--- src/rtl/fire_chain_pkg.sv ---
package fire_chain_pkg;

  // Phase of one cell; the two EDGE values only appear on the border links.
  typedef enum logic [2:0] {
    PH_QUIET   = 3'd0,
    PH_OUT     = 3'd1,  // outbound wave passed, counting up
    PH_BACK    = 3'd2,  // reflected wave passed, holding count
    PH_ARMED   = 3'd3,  // second wave passed, counting down by two
    PH_FIRED   = 3'd4,
    PH_EDGE    = 3'd5,
    PH_EDGE_GO = 3'd6
  } phase_t;

  // Strobes from a cell's control to its counter.
  typedef struct packed {
    logic clear;
    logic inc;
    logic dec2;
  } cntCmd_t;

  typedef struct packed {
    phase_t  nxt;
    cntCmd_t cmd;
  } step_t;

  function automatic logic isBorder(input phase_t p);
    return (p == PH_EDGE) || (p == PH_EDGE_GO);
  endfunction

  // Local rule shared by every cell of the chain.
  function automatic step_t cellRule(input phase_t leftPh,
                                     input phase_t selfPh,
                                     input phase_t rightPh,
                                     input logic   cntZero);
    step_t s;
    s.nxt = selfPh;
    s.cmd = '0;
    case (selfPh)
      PH_QUIET: begin
        if (leftPh == PH_EDGE_GO || leftPh == PH_OUT) begin
          s.nxt       = (rightPh == PH_EDGE) ? PH_BACK : PH_OUT;
          s.cmd.clear = 1'b1;
        end
      end
      PH_OUT: begin
        s.cmd.inc = 1'b1;
        if (rightPh == PH_BACK) s.nxt = isBorder(leftPh) ? PH_ARMED : PH_BACK;
      end
      PH_BACK: begin
        if (leftPh == PH_ARMED) s.nxt = PH_ARMED;
      end
      PH_ARMED: begin
        if (cntZero) s.nxt = PH_FIRED;
        else         s.cmd.dec2 = 1'b1;
      end
      PH_FIRED: s.nxt = PH_FIRED;
      default:  s.nxt = PH_QUIET;
    endcase
    return s;
  endfunction

endpackage

--- src/rtl/fire_cell_ctrl.sv ---
module fire_cell_ctrl
  import fire_chain_pkg::*;
(
  input  logic    clk,
  input  logic    rstN,
  input  phase_t  leftPh,
  input  phase_t  rightPh,
  input  logic    cntZero,
  output phase_t  selfPh,
  output cntCmd_t cmd
);

  step_t step;

  always_comb step = cellRule(leftPh, selfPh, rightPh, cntZero);
  assign cmd = step.cmd;

  always_ff @(posedge clk or negedge rstN) begin
    if (!rstN) selfPh <= PH_QUIET;
    else       selfPh <= step.nxt;
  end

  AST_IDLE_HOLDS: assert property (@(posedge clk) disable iff (!rstN)
    (selfPh == PH_QUIET && leftPh != PH_OUT && leftPh != PH_EDGE_GO) |=> (selfPh == PH_QUIET));
  AST_FIRED_TERMINAL: assert property (@(posedge clk) disable iff (!rstN)
    (selfPh == PH_FIRED) |=> (selfPh == PH_FIRED));
  AST_FIRE_AFTER_ARMED: assert property (@(posedge clk) disable iff (!rstN)
    $rose(selfPh == PH_FIRED) |-> ($past(selfPh) == PH_ARMED));

endmodule

--- src/rtl/fire_cell_count.sv ---
module fire_cell_count
  import fire_chain_pkg::*;
#(
  parameter int CNT_W = 4
) (
  input  logic    clk,
  input  logic    rstN,
  input  cntCmd_t cmd,
  output logic    cntZero
);

  logic [CNT_W-1:0] cnt;

  always_ff @(posedge clk or negedge rstN) begin
    if (!rstN)         cnt <= '0;
    else if (cmd.clear) cnt <= '0;
    else if (cmd.inc)   cnt <= cnt + 1'b1;
    else if (cmd.dec2)  cnt <= cnt - CNT_W'(2);
  end

  assign cntZero = (cnt == '0);

  AST_ONE_STROBE: assert property (@(posedge clk) disable iff (!rstN)
    $countones(cmd) <= 1);
  AST_NO_UNDERFLOW: assert property (@(posedge clk) disable iff (!rstN)
    cmd.dec2 |-> (cnt >= CNT_W'(2)));
  AST_EVEN_COUNTDOWN: assert property (@(posedge clk) disable iff (!rstN)
    cmd.dec2 |-> !cnt[0]);

endmodule

--- src/rtl/fire_cell.sv ---
module fire_cell
  import fire_chain_pkg::*;
#(
  parameter int CNT_W = 4
) (
  input  logic   clk,
  input  logic   rstN,
  input  phase_t leftPh,
  input  phase_t rightPh,
  output phase_t selfPh,
  output logic   fire
);

  cntCmd_t cmd;
  logic    cntZero;

  fire_cell_ctrl u_ctrl (
    .clk     (clk),
    .rstN    (rstN),
    .leftPh  (leftPh),
    .rightPh (rightPh),
    .cntZero (cntZero),
    .selfPh  (selfPh),
    .cmd     (cmd)
  );

  fire_cell_count #(.CNT_W(CNT_W)) u_count (
    .clk     (clk),
    .rstN    (rstN),
    .cmd     (cmd),
    .cntZero (cntZero)
  );

  assign fire = (selfPh == PH_FIRED);

endmodule

--- src/rtl/fire_chain.sv ---
module fire_chain
  import fire_chain_pkg::*;
#(
  parameter int N = 8
) (
  input  logic         clk,
  input  logic         rstN,
  input  logic         start,
  output logic [N-1:0] fire
);

  // Count reaches at most 2N-2.
  localparam int CNT_W = $clog2(2 * N);

  // linkPh[0] and linkPh[N+1] are the borders, linkPh[i+1] is cell i.
  phase_t linkPh [N+2];

  assign linkPh[0]   = start ? PH_EDGE_GO : PH_EDGE;
  assign linkPh[N+1] = PH_EDGE;

  for (genvar i = 0; i < N; i++) begin : g_cell
    fire_cell #(.CNT_W(CNT_W)) u_cell (
      .clk     (clk),
      .rstN    (rstN),
      .leftPh  (linkPh[i]),
      .rightPh (linkPh[i+2]),
      .selfPh  (linkPh[i+1]),
      .fire    (fire[i])
    );
  end

  AST_ALL_OR_NONE: assert property (@(posedge clk) disable iff (!rstN)
    (fire == '0) || (fire == '1));
  AST_FIRE_STICKY: assert property (@(posedge clk) disable iff (!rstN)
    (fire == '1) |=> (fire == '1));
  AST_QUIET_NO_FIRE: assert property (@(posedge clk) disable iff (!rstN)
    (linkPh[1] == PH_QUIET) |-> (fire == '0));

endmodule

--- config.mk ---
export PLATFORM = sky130hd
export DESIGN_NAME = fire_chain
export DESIGN_NICKNAME = d
export VERILOG_FILES = /design/src/rtl/fire_chain_pkg.sv /design/src/rtl/fire_cell_ctrl.sv /design/src/rtl/fire_cell_count.sv /design/src/rtl/fire_cell.sv /design/src/rtl/fire_chain.sv
export SDC_FILE = /design/constraint.sdc
export NUM_CORES = 1
export LEC_CHECK = 0
export ABC_AREA = 1
export CORE_MARGIN = 3
export CORE_UTILIZATION = 50
export DETAILED_ROUTE_END_ITERATION = 12
export DONT_BUFFER_PORTS = 1
export GPL_TIMING_DRIVEN = 1
export HOLD_SLACK_MARGIN = 0.02
export SETUP_SLACK_MARGIN = 0.15
export SLEW_MARGIN = 0
export SYNTH_ARGS = -nofsm -noshare
export SYNTH_HDL_FRONTEND = slang
export SYNTH_SLANG_ARGS = --single-unit
--- constraint.sdc ---
create_clock -name clk -period 1.35 [get_ports clk]
set_input_delay 0.135 -clock clk [delete_from_list [all_inputs] [get_ports clk]]
set_output_delay 0.135 -clock clk [all_outputs]
set_load 0.05 [all_outputs]
==> reports/metrics.csv <==
stage,metric,value,unit
outcome,status,"finished, violations left",
outcome,violations_in_the_final_reports,"hold timing, setup timing",
drt,drc,0,
sta,period_share,107,%
clocking,ctsHtreeMaxLevel,2,
power_and_ir_drop,power_leakage,3.31,nW
die,floorplan.die.width,97.6,microns
global_route,global_route_usage_over_all_layers,24.4,%
cells_and_area,final_cell_mix,"nand2_1, buf_4, buf_6",
sta,relSlewSlack,81.1,%
synthesis,synthesis.nets,613,
worst_setup_path,worstSetupPathType,reg2reg,
power_and_ir_drop,final_total_pwr,3.24,mW
die,floorplan.core_area,0.00793,sq mm
global_route,grt_first_pass_wirelength,19.7,mm
global_route,vias_in_the_first_global_route,4320,
synthesis,synth_async_sr_flop_share,100,%
sta,tightestPinTransition,0.282,ns
place,place_congestion,0.871,
clocking,clock_insertion_delay_worst_skew,0.34,ns
cells_and_area,postLayoutCellArea,0.00679,sq mm
synthesis,mappedNetlistArea,0.00420,sq mm
cells_and_area,syn_to_final_growth,61.9,%
place,postPlaceCellArea,0.00446,sq mm
sta,whs,-0.527,ns
die,die_area,0.00953,sq mm
cells_and_area,finalNetCount,724,
sta,max_freq,692,MHz
power_and_ir_drop,p_per_area,477,mW/mm^2
cells_and_area,layout_cell_share_with_drive_strength_beyond_1,56.4,%
drt,drt_first_pass_iters,5,
cells_and_area,count_of_inserted_antenna_diode_cells,0,
synthesis,postSynthCellCount,578,
clocking,clockRootBuffer,clkbuf_8,
sta,finalCriticalPeriod,1.45,ns
die,die_h,97.6,microns
drt,vias,4557,
synthesis,number_of_enable_type_register_cells_in_the_synthesized_netlist,0,
die,design.portCount,11,
sta,final.setup_skew,0.0239,ns
cells_and_area,layout_commonest_cell,nand2_1,
sta,grt_setup_unrepaired,true,
synthesis,number_of_warnings_printed_during_yosys_synthesis,0,
power_and_ir_drop,seq_power_share,51.8,%
cells_and_area,final_core_util,85.7,%
sta,timing.final.max_slew_violations,0,
power_and_ir_drop,switching_share_of_total_power,19.6,%
worst_setup_path,cp_data_arrival_time,1.71,ns
place,worst_setup_slack_post_dpl,0.0221,ns
sta,final.setup.worst_slack,-0.0953,ns
power_and_ir_drop,ir_drop,543,uV
worst_setup_path,crit_path_end_kind,register,
worst_setup_path,timing.reg2reg.worst_path_depth,8,
clocking,clock_sink_count,56,
power_and_ir_drop,total_switching_power,0.633,mW
worst_setup_path,critPathLaunch,g_cell[3].u_cell.u_ctrl.selfPh[1],
global_route,gr-total-overflow,0,
sta,setup-violations-final,28,
power_and_ir_drop,power.clock.fraction,48.2,%
power_and_ir_drop,p_comb_share,0,%
clocking,cts_made_buffers,5,
drt,antenna_left,0,
worst_setup_path,setup.worst_path.start_class,register,
drt,route.detailed.wl_per_inst,17.9,microns
drt,detail_route.iter0.violations,323,
die,num_rows,32,
global_route,grt_start_max_net_pins,57,
run,cap_viol_max_count,0,
clocking,clk_pin_slew,0.13,ns
worst_setup_path,timing.critical_path.required,1.62,ns
hold_path,hp-class,in2async,
die,initial_core_util,52.9,%
power_and_ir_drop,internal_power,2.61,mW
place,io_buffer_count,0,
clocking,cts.path.max_buffers,2,
place,post-dp-hpwl,6.31,mm
synthesis,synth-seq-area-share,33.4,%
worst_setup_path,timing.rr.start,g_cell[3].u_cell.u_ctrl.selfPh[1],
global_route,initial_antenna_violation_count,0,
drt,wirelength,14.2,mm
synthesis,avgSynthCellArea,7.26,sq um
worst_setup_path,crit_fanout,6,
synthesis,synth_cell_types,30,
synthesis,synth_seq_cells,56,
sta,hold_violations,56,
clocking,clock_tree_from_tritoncts,done,
drt,via_per_inst,5.75,
synthesis,yosys_most_used_dff,dfrtp_1,
[cell usage after synthesis, types with 5 or more instances]
master    instances  area share, %
nand3_2           7            1.7
a21oi_1           8           0.95
inv_2            14            1.3
xnor2_1           9            1.9
nand2_2           5           0.75
o21bai_1          5           0.89
nand2_1         160             14
dfrtp_1          56             33
o21ai_1          11            1.3
nor2_1           33            3.0
buf_4             9            1.6
inv_1            70            6.3
nand4_1          10            1.5
o21ai_0          30            3.6
o21a_1            5           0.89
nor2_2            8            1.2
nand3_1          70            8.4
ha_1             32            9.5
xor2_1           15            3.1
[layer usage]
metal	vias to the layer above	global-route usage [%]	routed length, microns
met5	-	0	0
met4	0	8.31	472
met3	58	3.23	615
met2	169	43.3	7450
met1	2248	30.2	5650
li1	2082	-	-
[worst max-delay path: stages (launching register included)]
cell and delay (ns):
dfrtp_1 0.44, inv_2 0.11, buf_6 0.14, nand3_4 0.15
nand2_4 0.11, nand2_4 0.07, o21bai_1 0.20, nand2_1 0.09
nand2_1 0.06
[layout make-up]
cell class,count,area [sq um]
clock buffer,5,68.8
clock inverter,3,90.1
inverter,85,364
sequential,56,1420
multi-input combinational,426,3580
timing repair buffer,115,1140
tap,102,128
fill,405,1140
[kinds of logic (layout without fill, tap and decap cells)]
group | Yosys count | count (layout) | share of synthesized area [%]
AO/OA/AOI/OAI | 67 | 67 | 9.16
XOR/XNOR | 24 | 24 | 5.01
adder cells (fa/ha/maj) | 32 | 32 | 9.54
buffers and inverters | 96 | 208 | 9.57
flip-flops | 56 | 56 | 33.4
AND/OR/NAND/NOR | 303 | 303 | 33.3
[through the flow]
step | TNS (ns) | std cells
after detailed placement | 0 | 693
final | -0.983 | 792
after floorplan | 0 | 578
after global routing | -3.36 | 792
after CTS | -0.0113 | 770
after global placement | 0 | 693
[worst paths after layout]
kind	endpoint	slack (ns)
min in group clk	g_cell[0].u_cell.u_count.cnt[0]	0.08
worst max register to register	g_cell[4].u_cell.u_ctrl.selfPh[1]	-0.1
worst min register to register	g_cell[1].u_cell.u_count.cnt[0]	0.53
worst min-delay path	g_cell[7].u_cell.u_count.cnt[2]	-0.53
worst max-delay path	g_cell[4].u_cell.u_ctrl.selfPh[1]	-0.1
max in group asynchronous	g_cell[3].u_cell.u_ctrl.selfPh[2]	1.73
[power groups by stage]
stage | sequential, mW | clock, mW | combinational (mW)
final | 1.68 | 1.56 | 0.0000471
after global routing | 1.68 | 1.63 | 0.0000471
after CTS | 1.68 | 1.57 | 0.000102
after detailed placement | 1.71 | 0 | 0.00000150
after global placement | 1.71 | 0 | 0.00000150
after floorplan | 1.71 | 0 | 0.00000142
[flip-flops by register name (all words and copies together) (netlist names)]
register                     count
g_cell.u_cell.u_count.cnt       32
g_cell.u_cell.u_ctrl.selfPh     24
[repair_timing]
item	in CTS	in global routing
hold endpoints to repair	56	56
resized for setup	275	140
pin swaps	89	86
setup endpoints to repair	62	64
cloned	0	1
setup buffers	69	21
No activity file was read; power rests on OpenSTA's default activity.
